**src/rtl/pit_pkg.sv**
```systemverilog
package pit_pkg;
  localparam int unsigned OFS_MODE = 32'h0;
  localparam int unsigned OFS_STAT = 32'h4;
  localparam int unsigned OFS_ACK  = 32'h8;
  localparam int unsigned OFS_IMG  = 32'hC;

  typedef enum logic [2:0] {
    SEL_NONE,
    SEL_MODE,
    SEL_STAT,
    SEL_ACK,
    SEL_IMG
  } reg_sel_e;
endpackage

```
**src/rtl/pit_rst_sync.sv**
```systemverilog
module pit_rst_sync #(
  parameter int STAGES = 2
) (
  input  logic clk,
  input  logic rst_n,
  output logic rst_sync_n
);
  logic [STAGES-1:0] sync_q;
  logic [STAGES-1:0] sync_d;

  always_comb begin
    sync_d = {sync_q[STAGES-2:0], 1'b1};
  end

  always_ff @(posedge clk or negedge rst_n) begin
    if (!rst_n) sync_q <= '0;
    else        sync_q <= sync_d;
  end

  assign rst_sync_n = sync_q[STAGES-1];
endmodule

```
**src/rtl/pit_prescale.sv**
```systemverilog
module pit_prescale #(
  parameter int DIV = 16
) (
  input  logic clk,
  input  logic rst_n,
  input  logic run,
  output logic tick
);
  localparam int PW = (DIV > 1) ? $clog2(DIV) : 1;
  localparam logic [PW-1:0] LAST = PW'(DIV - 1);

  logic [PW-1:0] pre_q;
  logic [PW-1:0] pre_d;
  logic          at_last;

  assign at_last = (pre_q == LAST);

  always_comb begin
    pre_d = pre_q;
    if (!run)         pre_d = '0;
    else if (at_last) pre_d = '0;
    else              pre_d = pre_q + 1'b1;
  end

  always_ff @(posedge clk or negedge rst_n) begin
    if (!rst_n) pre_q <= '0;
    else        pre_q <= pre_d;
  end

  assign tick = run && at_last;
endmodule

```
**src/rtl/pit_count_core.sv**
```systemverilog
module pit_count_core #(
  parameter int CNT_W  = 20,
  parameter int TICK_W = 12
) (
  input  logic              clk,
  input  logic              rst_n,
  input  logic              tick,
  input  logic              en,
  input  logic [CNT_W-1:0]  piv,
  input  logic              ack,
  output logic [CNT_W-1:0]  cpiv,
  output logic [TICK_W-1:0] picnt,
  output logic              pits,
  output logic              run
);
  localparam logic [TICK_W-1:0] CNT_MAX = '1;
  localparam logic [TICK_W-1:0] CNT_ONE = TICK_W'(1);

  logic [CNT_W-1:0]  cpiv_q, cpiv_d;
  logic [TICK_W-1:0] picnt_q, picnt_d;
  logic              pits_q, pits_d;
  logic              wrap;

  assign run  = en || (cpiv_q != '0);
  assign wrap = tick && (cpiv_q >= piv);

  always_comb begin
    cpiv_d = cpiv_q;
    if (tick) begin
      if (wrap) cpiv_d = '0;
      else      cpiv_d = cpiv_q + 1'b1;
    end
  end

  always_comb begin
    picnt_d = picnt_q;
    if (ack) begin
      picnt_d = wrap ? CNT_ONE : '0;
    end else if (wrap && (picnt_q != CNT_MAX)) begin
      picnt_d = picnt_q + 1'b1;
    end
  end

  always_comb begin
    pits_d = pits_q;
    if (wrap)     pits_d = 1'b1;
    else if (ack) pits_d = 1'b0;
  end

  always_ff @(posedge clk or negedge rst_n) begin
    if (!rst_n) begin
      cpiv_q  <= '0;
      picnt_q <= '0;
      pits_q  <= 1'b0;
    end else begin
      cpiv_q  <= cpiv_d;
      picnt_q <= picnt_d;
      pits_q  <= pits_d;
    end
  end

  assign cpiv  = cpiv_q;
  assign picnt = picnt_q;
  assign pits  = pits_q;
endmodule

```
**src/rtl/pit_regs.sv**
```systemverilog
module pit_regs
  import pit_pkg::*;
#(
  parameter int CNT_W  = 20,
  parameter int TICK_W = 12,
  parameter int ADDR_W = 8,
  parameter int DATA_W = 32
) (
  input  logic              clk,
  input  logic              rst_n,
  input  logic [ADDR_W-1:0] addr,
  input  logic              wr_en,
  input  logic [DATA_W-1:0] wr_data,
  input  logic              rd_en,
  output logic [DATA_W-1:0] rd_data,
  input  logic [CNT_W-1:0]  cpiv,
  input  logic [TICK_W-1:0] picnt,
  input  logic              pits,
  output logic [CNT_W-1:0]  piv,
  output logic              en,
  output logic              ien,
  output logic              ack
);
  localparam int EN_BIT  = CNT_W + 4;
  localparam int IEN_BIT = CNT_W + 5;

  reg_sel_e          sel;
  logic              mode_wr;
  logic [CNT_W-1:0]  piv_q, piv_d;
  logic              en_q, en_d;
  logic              ien_q, ien_d;
  logic [DATA_W-1:0] val_word;
  logic [DATA_W-1:0] mode_word;
  logic [DATA_W-1:0] rd_mux;
  logic [DATA_W-1:0] rd_q, rd_d;
  logic              unused_wdata;

  assign unused_wdata = ^{wr_data[DATA_W-1:IEN_BIT+1], wr_data[EN_BIT-1:CNT_W]};

  always_comb begin
    if      (addr == ADDR_W'(OFS_MODE)) sel = SEL_MODE;
    else if (addr == ADDR_W'(OFS_STAT)) sel = SEL_STAT;
    else if (addr == ADDR_W'(OFS_ACK))  sel = SEL_ACK;
    else if (addr == ADDR_W'(OFS_IMG))  sel = SEL_IMG;
    else                                sel = SEL_NONE;
  end

  assign mode_wr = wr_en && (sel == SEL_MODE);
  assign ack     = rd_en && (sel == SEL_ACK);

  always_comb begin
    piv_d = piv_q;
    en_d  = en_q;
    ien_d = ien_q;
    if (mode_wr) begin
      piv_d = wr_data[CNT_W-1:0];
      en_d  = wr_data[EN_BIT];
      ien_d = wr_data[IEN_BIT];
    end
  end

  always_ff @(posedge clk or negedge rst_n) begin
    if (!rst_n) begin
      piv_q <= '0;
      en_q  <= 1'b0;
      ien_q <= 1'b0;
    end else begin
      piv_q <= piv_d;
      en_q  <= en_d;
      ien_q <= ien_d;
    end
  end

  always_comb begin
    val_word = '0;
    val_word[CNT_W-1:0]           = cpiv;
    val_word[DATA_W-1 -: TICK_W]  = picnt;
    mode_word = '0;
    mode_word[CNT_W-1:0] = piv_q;
    mode_word[EN_BIT]    = en_q;
    mode_word[IEN_BIT]   = ien_q;
  end

  always_comb begin
    unique case (sel)
      SEL_MODE: rd_mux = mode_word;
      SEL_STAT: rd_mux = {{(DATA_W-1){1'b0}}, pits};
      SEL_ACK,
      SEL_IMG:  rd_mux = val_word;
      default:  rd_mux = '0;
    endcase
  end

  always_comb begin
    rd_d = rd_q;
    if (rd_en) rd_d = rd_mux;
  end

  always_ff @(posedge clk or negedge rst_n) begin
    if (!rst_n) rd_q <= '0;
    else        rd_q <= rd_d;
  end

  assign rd_data = rd_q;
  assign piv     = piv_q;
  assign en      = en_q;
  assign ien     = ien_q;
endmodule

```
**src/rtl/pit_tick_timer.sv**
```systemverilog
module pit_tick_timer #(
  parameter int DIV    = 16,
  parameter int CNT_W  = 20,
  parameter int TICK_W = 12,
  parameter int ADDR_W = 8,
  parameter int DATA_W = 32
) (
  input  logic              clk,
  input  logic              rst_n,
  input  logic [ADDR_W-1:0] addr,
  input  logic              wr_en,
  input  logic [DATA_W-1:0] wr_data,
  input  logic              rd_en,
  output logic [DATA_W-1:0] rd_data,
  output logic              irq
);
  logic              rst_sync_n;
  logic              tick;
  logic              run;
  logic [CNT_W-1:0]  cpiv;
  logic [TICK_W-1:0] picnt;
  logic              pits;
  logic [CNT_W-1:0]  piv;
  logic              mode_en;
  logic              mode_ien;
  logic              ack;

  pit_rst_sync #(.STAGES(2)) u_rst (
    .clk        (clk),
    .rst_n      (rst_n),
    .rst_sync_n (rst_sync_n)
  );

  pit_prescale #(.DIV(DIV)) u_pre (
    .clk   (clk),
    .rst_n (rst_sync_n),
    .run   (run),
    .tick  (tick)
  );

  pit_count_core #(.CNT_W(CNT_W), .TICK_W(TICK_W)) u_core (
    .clk   (clk),
    .rst_n (rst_sync_n),
    .tick  (tick),
    .en    (mode_en),
    .piv   (piv),
    .ack   (ack),
    .cpiv  (cpiv),
    .picnt (picnt),
    .pits  (pits),
    .run   (run)
  );

  pit_regs #(
    .CNT_W(CNT_W), .TICK_W(TICK_W), .ADDR_W(ADDR_W), .DATA_W(DATA_W)
  ) u_regs (
    .clk     (clk),
    .rst_n   (rst_sync_n),
    .addr    (addr),
    .wr_en   (wr_en),
    .wr_data (wr_data),
    .rd_en   (rd_en),
    .rd_data (rd_data),
    .cpiv    (cpiv),
    .picnt   (picnt),
    .pits    (pits),
    .piv     (piv),
    .en      (mode_en),
    .ien     (mode_ien),
    .ack     (ack)
  );

  assign irq = pits && mode_ien;
endmodule

```
**config.mk**
```make
export PLATFORM = sky130hd
export DESIGN_NAME = pit_tick_timer
export DESIGN_NICKNAME = d
export VERILOG_FILES = /design/src/rtl/pit_pkg.sv /design/src/rtl/pit_rst_sync.sv /design/src/rtl/pit_prescale.sv /design/src/rtl/pit_count_core.sv /design/src/rtl/pit_regs.sv /design/src/rtl/pit_tick_timer.sv
export SDC_FILE = /design/constraint.sdc
export NUM_CORES = 1
export LEC_CHECK = 0
export BUFFER_PORTS_ARGS = -buffer_cell sky130_fd_sc_hd__clkbuf_2
export CORE_ASPECT_RATIO = 0.75
export CORE_MARGIN = 2
export CORE_UTILIZATION = 50
export DETAILED_ROUTE_END_ITERATION = 16
export GPL_ROUTABILITY_DRIVEN = 0
export PLACE_DENSITY = 0.77
export REMOVE_ABC_BUFFERS = 1
export SLEW_MARGIN = 20
export SYNTH_ARGS = -nofsm -noshare
export SYNTH_HDL_FRONTEND = slang
export SYNTH_HIERARCHICAL = 1
export SYNTH_SLANG_ARGS = --single-unit
```
**constraint.sdc**
```tcl
create_clock -name clk -period 3.42 [get_ports clk]
set_input_delay 0.513 -clock clk [delete_from_list [all_inputs] [get_ports clk]]
set_output_delay 0.513 -clock clk [all_outputs]
set_load 0.05 [all_outputs]
```
==> results.json, run 1 <==
{
  "status": "complete, no violations",
  "synthArstFlopShare": 1.00,
  "critical_path_depth": 9,
  "yosys.area.top_type": "dfrtp_1",
  "fin_nets": 585,
  "antenna_found_initial": 0,
  "totalWireLength_um": 10800,
  "postLayoutCellArea_um2": 5550,
  "p_seq_frac": 0.505,
  "place_inst": 632,
  "fp.dieH_um": 88.9,
  "grt_usage": 0.226,
  "cp_cell_sequence": "inv_1 > ha_1 > nand2b_1 > a21oi_1 > o21ai_0 > a311o_2 > o21ai_1 > o21ai_0 > a21oi_1",
  "placed_area_um2": 5240,
  "diodes": 0,
  "min_path_type": "reg2async",
  "synth_seq_cells": 93,
  "seq_area_frac_synth": 0.485,
  "area_delta_synth_final_pct": 15.6,
  "path_max_fanout": 11,
  "cts.reportedPaths.clkPinSlew_ps": 70,
  "drive_gt1_frac": 0.239,
  "drv_cap": 0,
  "power.density_nw_per_um2": 415,
  "worst_slew_pin_slew_ps": 912,
  "dieWidth_um": 117,
  "hold_slack_ps": 324,
  "setup_tns_ps": 0,
  "min_period_ps": 2730,
  "cts_tree": "done",
  "first_pass_iters": 4,
  "swShare": 0.245,
  "yosys.area_share.simple": 0.156,
  "portBuffers": 66,
  "r2r_cells": 9,
  "reg2reg_to": "u_core/picnt[3]$_DFFE_PN0P_",
  "synth.top_cell.area_share": 0.485,
  "finalHoldViolCount": 0,
  "critPathLaunchType": "flop",
  "core_um2": 9200,
  "ant_nets": 0,
  "yosys-mux-area-fraction": 0.0714,
  "ys_types": 53,
  "final_cells": 650,
  "rrSetupSlack_ps": 690,
  "rows": 30,
  "rsz0062_at_grt": "no",
  "crit_required_ps": 3690,
  "power_leakage_nw": 2.66,
  "p_int_mw": 1.74,
  "nFillCells": 778,
  "cpLargestDelayFamily": "compound AO/OA/AOI/OAI gates",
  "synth_fa_ha_area_frac": 0.0625,
  "clockPowerShare": 0.410,
  "drt_iter0_drc": 308,
  "grt_max_degree": 87,
  "yosys-top-cells-area": "dfrtp_1 (48%), ha_1 (6.3%), mux2_4 (6.3%), nand2_1 (3.7%), o31ai_1 (3.6%)",
  "arrival_ps": 3000,
  "crit_path_end": "u_core/picnt[3]$_DFFE_PN0P_",
  "yosysWarnings": 6,
  "end_kind": "flop",
  "p_total_mw": 2.30,
  "crit_path_max_incr_delay_ps": 630,
  "yosys_most_used_dff": "dfrtp_1",
  "overflow": 0,
  "switching_power_mw": 0.565,
  "numCtsBuffers": 9,
  "synth_compound_area_frac": 0.146,
  "drc": 0,
  "grt_pass1_vias": 3552,
  "crit_path_start": "u_core/cpiv[0]$_DFFE_PN0P_",
  "setup_violations": 0,
  "relSlewSlack": 0.391,
  "cts_setup_buffers": 0,
  "via_per_inst": 5.65,
  "dieArea_um2": 10400,
  "synth_top_family_by_area": "simple AND/OR/NAND/NOR gates",
  "initial_core_util": 0.522,
  "synth_area_per_cell_um2": 10.6,
  "design.portCount": 77,
  "p_comb_frac": 0.085,
  "place_hpwl_um": 7550,
  "fin_skew_ps": 9.08,
  "clk_path_buf_depth": 2,
  "synth_area_um2": 4800,
  "synth_edf_count": 0,
  "r2r_start": "u_core/cpiv[0]$_DFFE_PN0P_",
  "clock-sinks": 93,
  "grt_pass1_wl_um": 17800,
  "synthCells": 452,
  "h-tree-depth": 3,
  "min_period_over_period": 0.799,
  "crit_buf_inv": 1,
  "drv_slew": 0,
  "max_freq_ghz": 0.366,
  "clock_latency_ps": 350,
  "worstSetupPathType": "reg2reg",
  "slowest_stage": "o21ai_1",
  "vias": 3673,
  "synthXorXnorAreaFrac": 0.0346,
  "ir_worst_vdd_mv": 0.261,
  "wl_per_cell_um": 16.6,
  "clock-root-buffer": "clkbuf_16"
}
-- cell usage in the layout, fill, tap and decap left out, types with 3 or more instances in the layout --
cell | Yosys | routed
a21o_1 | 3 | 3
nor4_1 | 7 | 7
nand2_1 | 47 | 47
mux2_4 | 20 | 20
xor2_1 | 10 | 10
o2bb2ai_1 | 10 | 10
a21oi_1 | 16 | 16
and3_1 | 8 | 8
and2_1 | 3 | 3
nand4_1 | 6 | 6
o31ai_1 | 23 | 23
nor2_2 | 3 | 3
o21ai_0 | 12 | 12
nor3_1 | 3 | 3
inv_1 | 27 | 27
ha_1 | 24 | 24
dfrtp_1 | 93 | 92
nor2_1 | 27 | 27
nand3_1 | 19 | 19
buf_4 | 0 | 7
clkbuf_16 | 0 | 9
a22oi_1 | 22 | 22
xnor2_1 | 9 | 9
nor2b_1 | 3 | 3
or3_1 | 3 | 3
clkbuf_2 | 0 | 66
-- metal layers --
metal	wire length (µm)	GRT usage	vias up
met3	647	0.0507	12
met1	5260	0.328	1792
met2	4750	0.337	117
met5	0	0	-
met4	148	0.0727	0
li1	-	-	1752
-- power groups by stage --
stage	logic, mW	clock network [mW]	registers, mW
5_1_grt	0.220	1.00	1.17
3_3_place_gp	0.174	0	1.19
3_5_place_dp	0.182	0	1.19
6_report	0.197	0.943	1.16
2_1_floorplan	0.116	0	1.18
4_1_cts	0.184	0.958	1.17
-- stage by stage --
stage | util | setup slack [ps]
after floorplan | - | 638
after global placement | 0.570 | 790
after detailed placement | 0.570 | 751
after CTS | 0.601 | 727
after global routing | 0.604 | 427
final | 0.604 | 688
-- cell families after synthesis --
| group | after synthesis |
|---|---|
| AOI/OAI and AO/OA | 99 |
| xor gates and xnor gates | 19 |
| adders and majority gates | 24 |
| buffers and inverters | 49 |
| DFF | 93 |
| muxes | 24 |
| other | 1 |
| and+or+nand+nor | 143 |
-- cell usage after synthesis, types with 3 or more instances --
library cell   n
nor2_1        27
and2_1         3
o21ai_0       12
and3_1         8
inv_1         27
buf_6          3
a22oi_1       22
clkbuf_1      11
dfrtp_1       93
xor2_1        10
o31ai_1       23
o2bb2ai_1     10
nor3_1         3
nor2b_1        3
nand2_1       47
a21oi_1       16
nand4_1        6
buf_2          6
or3_1          3
ha_1          24
xnor2_1        9
nand3_1       19
a21o_1         3
mux2_4        20
nor4_1         7
nor2_2         3
-- what timing repair did --
item                      CTS  global route
hold buffers                1             0
hold endpoints to repair    2             0
gates resized for setup     0             0
-- worst min path at each step --
stage                     cells past startpoint  slack, ps                     endpoint
final                                         0        320  u_core/picnt[9]$_DFFE_PN0P_
after global routing                          0        380  u_core/picnt[9]$_DFFE_PN0P_
after CTS                                     0        350    u_rst/sync_q[1]$_DFF_PN0_
after detailed placement                      1        300    u_rst/sync_q[0]$_DFF_PN0_
after global placement                        1        300    u_rst/sync_q[0]$_DFF_PN0_
after floorplan                               0        220    u_rst/sync_q[0]$_DFF_PN0_
-- state kept, by name, indices dropped and copies added (netlist names), 2 cells and up --
register / count
u_pre/pre_q: 4
u_regs/piv: 20
u_regs/rd_data: 32
u_rst/sync_q: 2
u_core/cpiv: 20
u_core/picnt: 12
-- cell type report --
type                    count  area (µm²)  area share
flip-flops and latches     93        2330       0.420
repair buffers             75         413      0.0744
multi-input cells         310        2260       0.407
clock inverters             3        20.0     0.00361
well taps                 128         160      0.0288
inverters                  28         105      0.0189
clock buffers              13         260      0.0469
Note: power is estimated with default switching activity, not from simulation.
==> inputs of run 2 (changes only) <==
Settings changed: ABC_AREA from default to 1, PLACE_DENSITY 0.77 to 0.76.
Clock period 3.42 ns to 2.8 ns, I/O delays scaled along.
==> run 2 against run 1 <==
Against the previous run: die area grew 9.6%; wire length grew 13%; global-route usage grew 0.71 points; synthesized cell count grew 56%; highest routed layer unchanged; critical endpoint is now u_core/cpiv[7]$_DFFE_PN0P_.
==> results.json, run 2 <==
{
  "status": "complete, no violations",
  "crit_path_max_incr_delay_ps": 400,
  "drive_gt1_frac": 0.160,
  "synth_area_per_cell_um2": 7.49,
  "finalHoldViolCount": 0,
  "place_hpwl_um": 8630,
  "clk_path_buf_depth": 2,
  "h-tree-depth": 3,
  "min_period_ps": 2420,
  "synthCells": 705,
  "overflow": 0,
  "drt_iter0_drc": 418,
  "cts_setup_buffers": 0,
  "power_leakage_nw": 3.31,
  "path_common_cell": "inv_1",
  "multiInputGateArea_um2": 2530,
  "final_util": 0.590,
  "area_delta_synth_final_pct": 14.9,
  "grt_usage": 0.233,
  "yosys-mux-area-fraction": 0,
  "numCtsBuffers": 9,
  "portBuffers": 66,
  "wl_per_cell_um": 13.5,
  "worst_slew_pin_slew_ps": 754,
  "drv_slew": 0,
  "synth_fa_ha_area_frac": 0.0568,
  "grt_pass1_wl_um": 21100,
  "path_max_fanout": 6,
  "ctsHoldBuffers": 1,
  "yosys.area.top_type": "dfrtp_1",
  "yosys-top-cells-area": "dfrtp_1 (44%), nand2_1 (19%), nand3_1 (6.5%), ha_1 (5.7%), inv_1 (4.8%)",
  "clock-sinks": 93,
  "synth.top_cell.area_share": 0.441,
  "via_per_inst": 5.17,
  "relSlewSlack": 0.497,
  "min_path_type": "in2reg",
  "clock_latency_ps": 350,
  "min_period_over_period": 0.864,
  "r2r_start": "u_core/cpiv[0]$_DFFE_PN0P_",
  "yosys.area_share.simple": 0.370,
  "synth_seq_cells": 93,
  "core_um2": 10300,
  "crit_path_start": "u_core/cpiv[0]$_DFFE_PN0P_",
  "nFillCells": 954,
  "drc": 0,
  "power.density_nw_per_um2": 508,
  "synth_top_family_by_area": "simple AND/OR/NAND/NOR gates",
  "synthArstFlopShare": 1.00,
  "ir_worst_vdd_mv": 0.293,
  "cts.reportedPaths.clkPinSlew_ps": 60,
  "yosys-top-cells-count": "nand2_1 (270), dfrtp_1 (93), nand3_1 (69)",
  "fin_skew_ps": 6.43,
  "grt_max_degree": 57,
  "vias": 4696,
  "synth_edf_count": 0,
  "max_freq_ghz": 0.413,
  "design.portCount": 77,
  "clock-root-buffer": "clkbuf_16",
  "largest_reg_flops": 32,
  "final_cell_mix": "nand2_1 (270), dfrtp_1 (92), nand3_1 (69)",
  "cts_tree": "done",
  "initial_core_util": 0.513,
  "synth_compound_area_frac": 0.0351,
  "dieArea_um2": 11400,
  "hold_path.startpoint": "wr_data[8]",
  "setup_violations": 0,
  "cp_cell_sequence": "inv_1 > ha_1 > nand4_1 > nor4_1 > nand4_1 > inv_1 > nor2_1 > inv_1 > nor3_2 > inv_1 > nor2_1 > nand2_1 > nor2_1 > or2_2 > nand2_1 > a21oi_1",
  "yosys_most_used_dff": "dfrtp_1",
  "critPathLaunchType": "flop",
  "seq_area_um2": 2330,
  "rsz0062_at_grt": "no",
  "p_total_mw": 3.08,
  "postLayoutCellArea_um2": 6070,
  "ant_nets": 0,
  "synthXorXnorAreaFrac": 0.0166,
  "fp.dieH_um": 93.0,
  "slowest_stage": "dfrtp_1",
  "final_common_cell": "nand2_1",
  "crit_required_ps": 3020,
  "seq_area_frac_synth": 0.441,
  "antenna_found_initial": 0,
  "setup_tns_ps": 0,
  "ys_types": 36,
  "totalWireLength_um": 12200,
  "arrival_ps": 2640,
  "end_kind": "flop",
  "diodes": 0,
  "rows": 32,
  "fin_nets": 836,
  "drv_cap": 0,
  "ctsResizeCount": 0,
  "cpLargestDelayFamily": "simple AND/OR/NAND/NOR gates",
  "first_pass_iters": 6,
  "crit_buf_inv": 4,
  "dieWidth_um": 123,
  "grt_pass1_vias": 4560,
  "placed_area_um2": 5720,
  "yosysWarnings": 6,
  "worstSetupPathType": "reg2reg",
  "yosysMostFrequentCell": "nand2_1",
  "synth_area_um2": 5280
}
==> run 2: changes by cell type in the layout (fill, tap and decap cells not counted), sizes merged, moves of 22 or more <==
cell   delta
nor2     +35
nand2   +231
nand3    +53
o31ai    -22
inv      +43
mux2     -22
==> run 2: tightest hold or removal path: stages <==
cell	delay [ps]
clkbuf_2	80
nand3_1	60
nand2_1	50
==> run 2: cell type report <==
cell class	instances	share of cell area
tap	136	0.0280
clock inverter	6	0.0155
multi-input combinational	517	0.417
sequential	93	0.384
clock buffer	10	0.0394
inverter	70	0.0433
timing repair buffer	77	0.0726
==> run 2: report_power, final <==
part / internal (mW) / switching (mW) / total (mW)
Sequential: 1.38 / 0.0566 / 1.44
Combinational: 0.110 / 0.182 / 0.291
Clock: 0.813 / 0.540 / 1.35
==> run 2: path summary, 6_finish.rpt <==
kind | end | slack (ps) | cells after the start
max | u_core/cpiv[7]$_DFFE_PN0P_ | 380 | 16
min | u_regs/piv[8]$_DFFE_PN0P_ | 300 | 3
max in group asynchronous | u_core/picnt[2]$_DFFE_PN0P_ | 1730 | 1
min reg2reg | u_rst/sync_q[1]$_DFF_PN0_ | 360 | 0
min in group asynchronous | u_rst/sync_q[1]$_DFF_PN0_ | 390 | 2
max reg2reg | u_core/cpiv[7]$_DFFE_PN0P_ | 380 | 16
==> run 2: kinds of logic after synthesis <==
kind of cell	count (synthesis)
other	1
AO/OA/AOI/OAI	34
adder cells (fa/ha/maj)	24
flip-flops	93
buffers and inverters	95
XOR/XNOR	10
AND/OR/NAND/NOR	448
==> run 2: metrics by stage <==
step	std cells	hold WS (ps)	worst slack, ps
6_report	909	298	380
5_1_grt	909	304	87.5
4_1_cts	909	291	390
3_5_place_dp	892	208	409
3_3_place_gp	892	206	448
2_1_floorplan	680	124	17.7
==> run 2: routing by layer <==
layer | track usage | vias up | wire [µm]
li1 | - | 2351 | -
met1 | 0.322 | 2144 | 5660
met2 | 0.371 | 185 | 5560
met3 | 0.0451 | 16 | 885
met4 | 0.0680 | 0 | 129
met5 | 0 | - | 0
==> inputs of run 3 (changes only) <==
Settings changed: CORE_MARGIN 2 to 10.
==> run 3 against run 2 <==
Against the previous run: final cell count increased by 0.33%; core utilization unchanged; hold slack better by 4.1 ps; register-to-register slack worse by 80 ps; non-clock buffer count is 3 higher; clock skew fell by 0.54 ps; count of clock-buffer cells in the layout decreased by 1; wire length grew 4.5%; global-route usage shrank 5.7 points; critical path type unchanged.
==> results.json, run 3 (synthesis gave the netlist of run 2 again) <==
{
  "status": "complete, no violations",
  "wl_met1_um": 5830,
  "wl_per_cell_um": 14.0,
  "top_layer_used": "met4",
  "final_cell_mix": "nand2_1 (270), dfrtp_1 (92), nand3_1 (69)",
  "dieWidth_um": 139,
  "min_period_over_period": 0.893,
  "setup_violations": 0,
  "fp.dieH_um": 109,
  "largest_reg_flops": 32,
  "grt_pass1_vias": 4713,
  "portBuffers": 66,
  "min_path_type": "in2reg",
  "antenna_found_initial": 0,
  "initial_core_util": 0.513,
  "clock-root-buffer": "clkbuf_16",
  "ant_nets": 0,
  "crit_path_max_incr_delay_ps": 400,
  "drc": 0,
  "grt_max_degree": 54,
  "h-tree-depth": 3,
  "place_hpwl_um": 9530,
  "rows": 32,
  "core_um2": 10300,
  "totalWireLength_um": 12800,
  "vias": 4738,
  "worst_slack_ps": 298,
  "ir_worst_vdd_mv": 0.335,
  "clk_path_buf_depth": 2,
  "drv_slew": 0,
  "slowest_stage": "dfrtp_1",
  "path_max_fanout": 6,
  "diodes": 0,
  "design.portCount": 77,
  "drt_iter0_drc": 352,
  "critPathLaunchType": "flop",
  "cp_cell_sequence": "inv_1 > ha_1 > nand4_1 > nor4_1 > nand4_1 > inv_1 > nor2_1 > inv_1 > nor3_2 > inv_1 > nor2_1 > nand2_1 > nor2_1 > or2_2 > nand2_1 > a21oi_1",
  "cts.reportedPaths.clkPinSlew_ps": 60,
  "final_common_cell": "nand2_1",
  "via_per_inst": 5.20,
  "end_kind": "flop",
  "arrival_ps": 2710,
  "grt_pass1_wl_um": 22200,
  "max_freq_ghz": 0.400,
  "cts_tree": "done",
  "clock-sinks": 93,
  "path_common_cell": "inv_1",
  "drv_cap": 0,
  "overflow": 0,
  "crit_required_ps": 3010,
  "relSlewSlack": 0.538,
  "min_period_ps": 2500,
  "drive_gt1_frac": 0.164,
  "first_pass_iters": 4,
  "fin_skew_ps": 5.88,
  "rsz0062_at_grt": "no",
  "power.density_nw_per_um2": 501,
  "pre_cts_ws_ps": 324,
  "dieArea_um2": 15100,
  "power_leakage_nw": 3.32,
  "clock_latency_ps": 350,
  "grt_usage": 0.175,
  "numCtsBuffers": 9,
  "setup_tns_ps": 0,
  "worst_slew_pin_slew_ps": 694,
  "area_delta_synth_final_pct": 14.9,
  "wl_met2_um": 5900,
  "worstSetupPathType": "reg2reg",
  "wl_met3_um": 931,
  "finalHoldViolCount": 0,
  "fin_nets": 839
}
-- run 3: worst paths after layout --
path,start,endpoint,slack [ps],depth (start not counted)
worst max-delay path,u_core/cpiv[0]$_DFFE_PN0P_,u_core/cpiv[7]$_DFFE_PN0P_,300,16
worst min-delay path,wr_data[10],u_regs/piv[10]$_DFFE_PN0P_,300,3
worst max register to register,u_core/cpiv[0]$_DFFE_PN0P_,u_core/cpiv[7]$_DFFE_PN0P_,300,16
worst min register to register,u_rst/sync_q[0]$_DFF_PN0_,u_rst/sync_q[1]$_DFF_PN0_,350,0
max in group asynchronous,u_rst/sync_q[1]$_DFF_PN0_,u_regs/rd_data[13]$_DFFE_PN0P_,1760,1
min in group asynchronous,u_rst/sync_q[1]$_DFF_PN0_,u_regs/piv[3]$_DFFE_PN0P_,390,0
-- run 3: layout make-up --
cell class	instances	area, µm²
sequential	93	2330
tap	136	170
multi-input combinational	517	2530
fill	938	4220
clock buffer	9	225
clock inverter	7	97.6
inverter	70	263
timing repair buffer	80	450
-- run 3: where the power goes --
| part | switching (mW) | internal [mW] |
|---|---|---|
| Clock | 0.522 | 0.786 |
| Sequential | 0.0574 | 1.38 |
| Combinational | 0.180 | 0.113 |
-- run 3: routing by layer --
layer | vias up | global-route usage
met5 | - | 0
met4 | 0 | 0.0453
met3 | 15 | 0.0513
met2 | 139 | 0.293
met1 | 2227 | 0.220
li1 | 2357 | -
-- run 3: through the flow --
| step | hold slack [ps] | power, mW | std cells | utilization | instance area, µm² |
|---|---|---|---|---|---|
| floorplan | 124 | 1.64 | 680 | - | 5120 |
| global placement | 207 | 1.74 | 893 | 0.556 | 5720 |
| detailed placement | 207 | 1.75 | 893 | 0.556 | 5720 |
| CTS | 292 | 3.06 | 910 | 0.588 | 6050 |
| global route | 305 | 3.18 | 912 | 0.590 | 6070 |
| finish | 302 | 3.04 | 912 | 0.590 | 6070 |
-- run 3: repair_timing --
item / in CTS / in global routing
gates resized for setup: 0 / 0
hold buffers: 1 / 0
endpoints found under the setup margin: 0 / 1
endpoints found under the hold margin: 2 / 0
buffers inserted: 0 / 2
-- run 3: worst max-delay path, delay by kind of cell, from the launching register on --
| family | cells | cell delay, ps |
|---|---|---|
| and+or+nand+nor | 10 | 1200 |
| AOI/OAI and AO/OA | 1 | 40 |
| DFF | 1 | 400 |
| buffers and inverters | 4 | 540 |
| adders and majority gates | 1 | 190 |
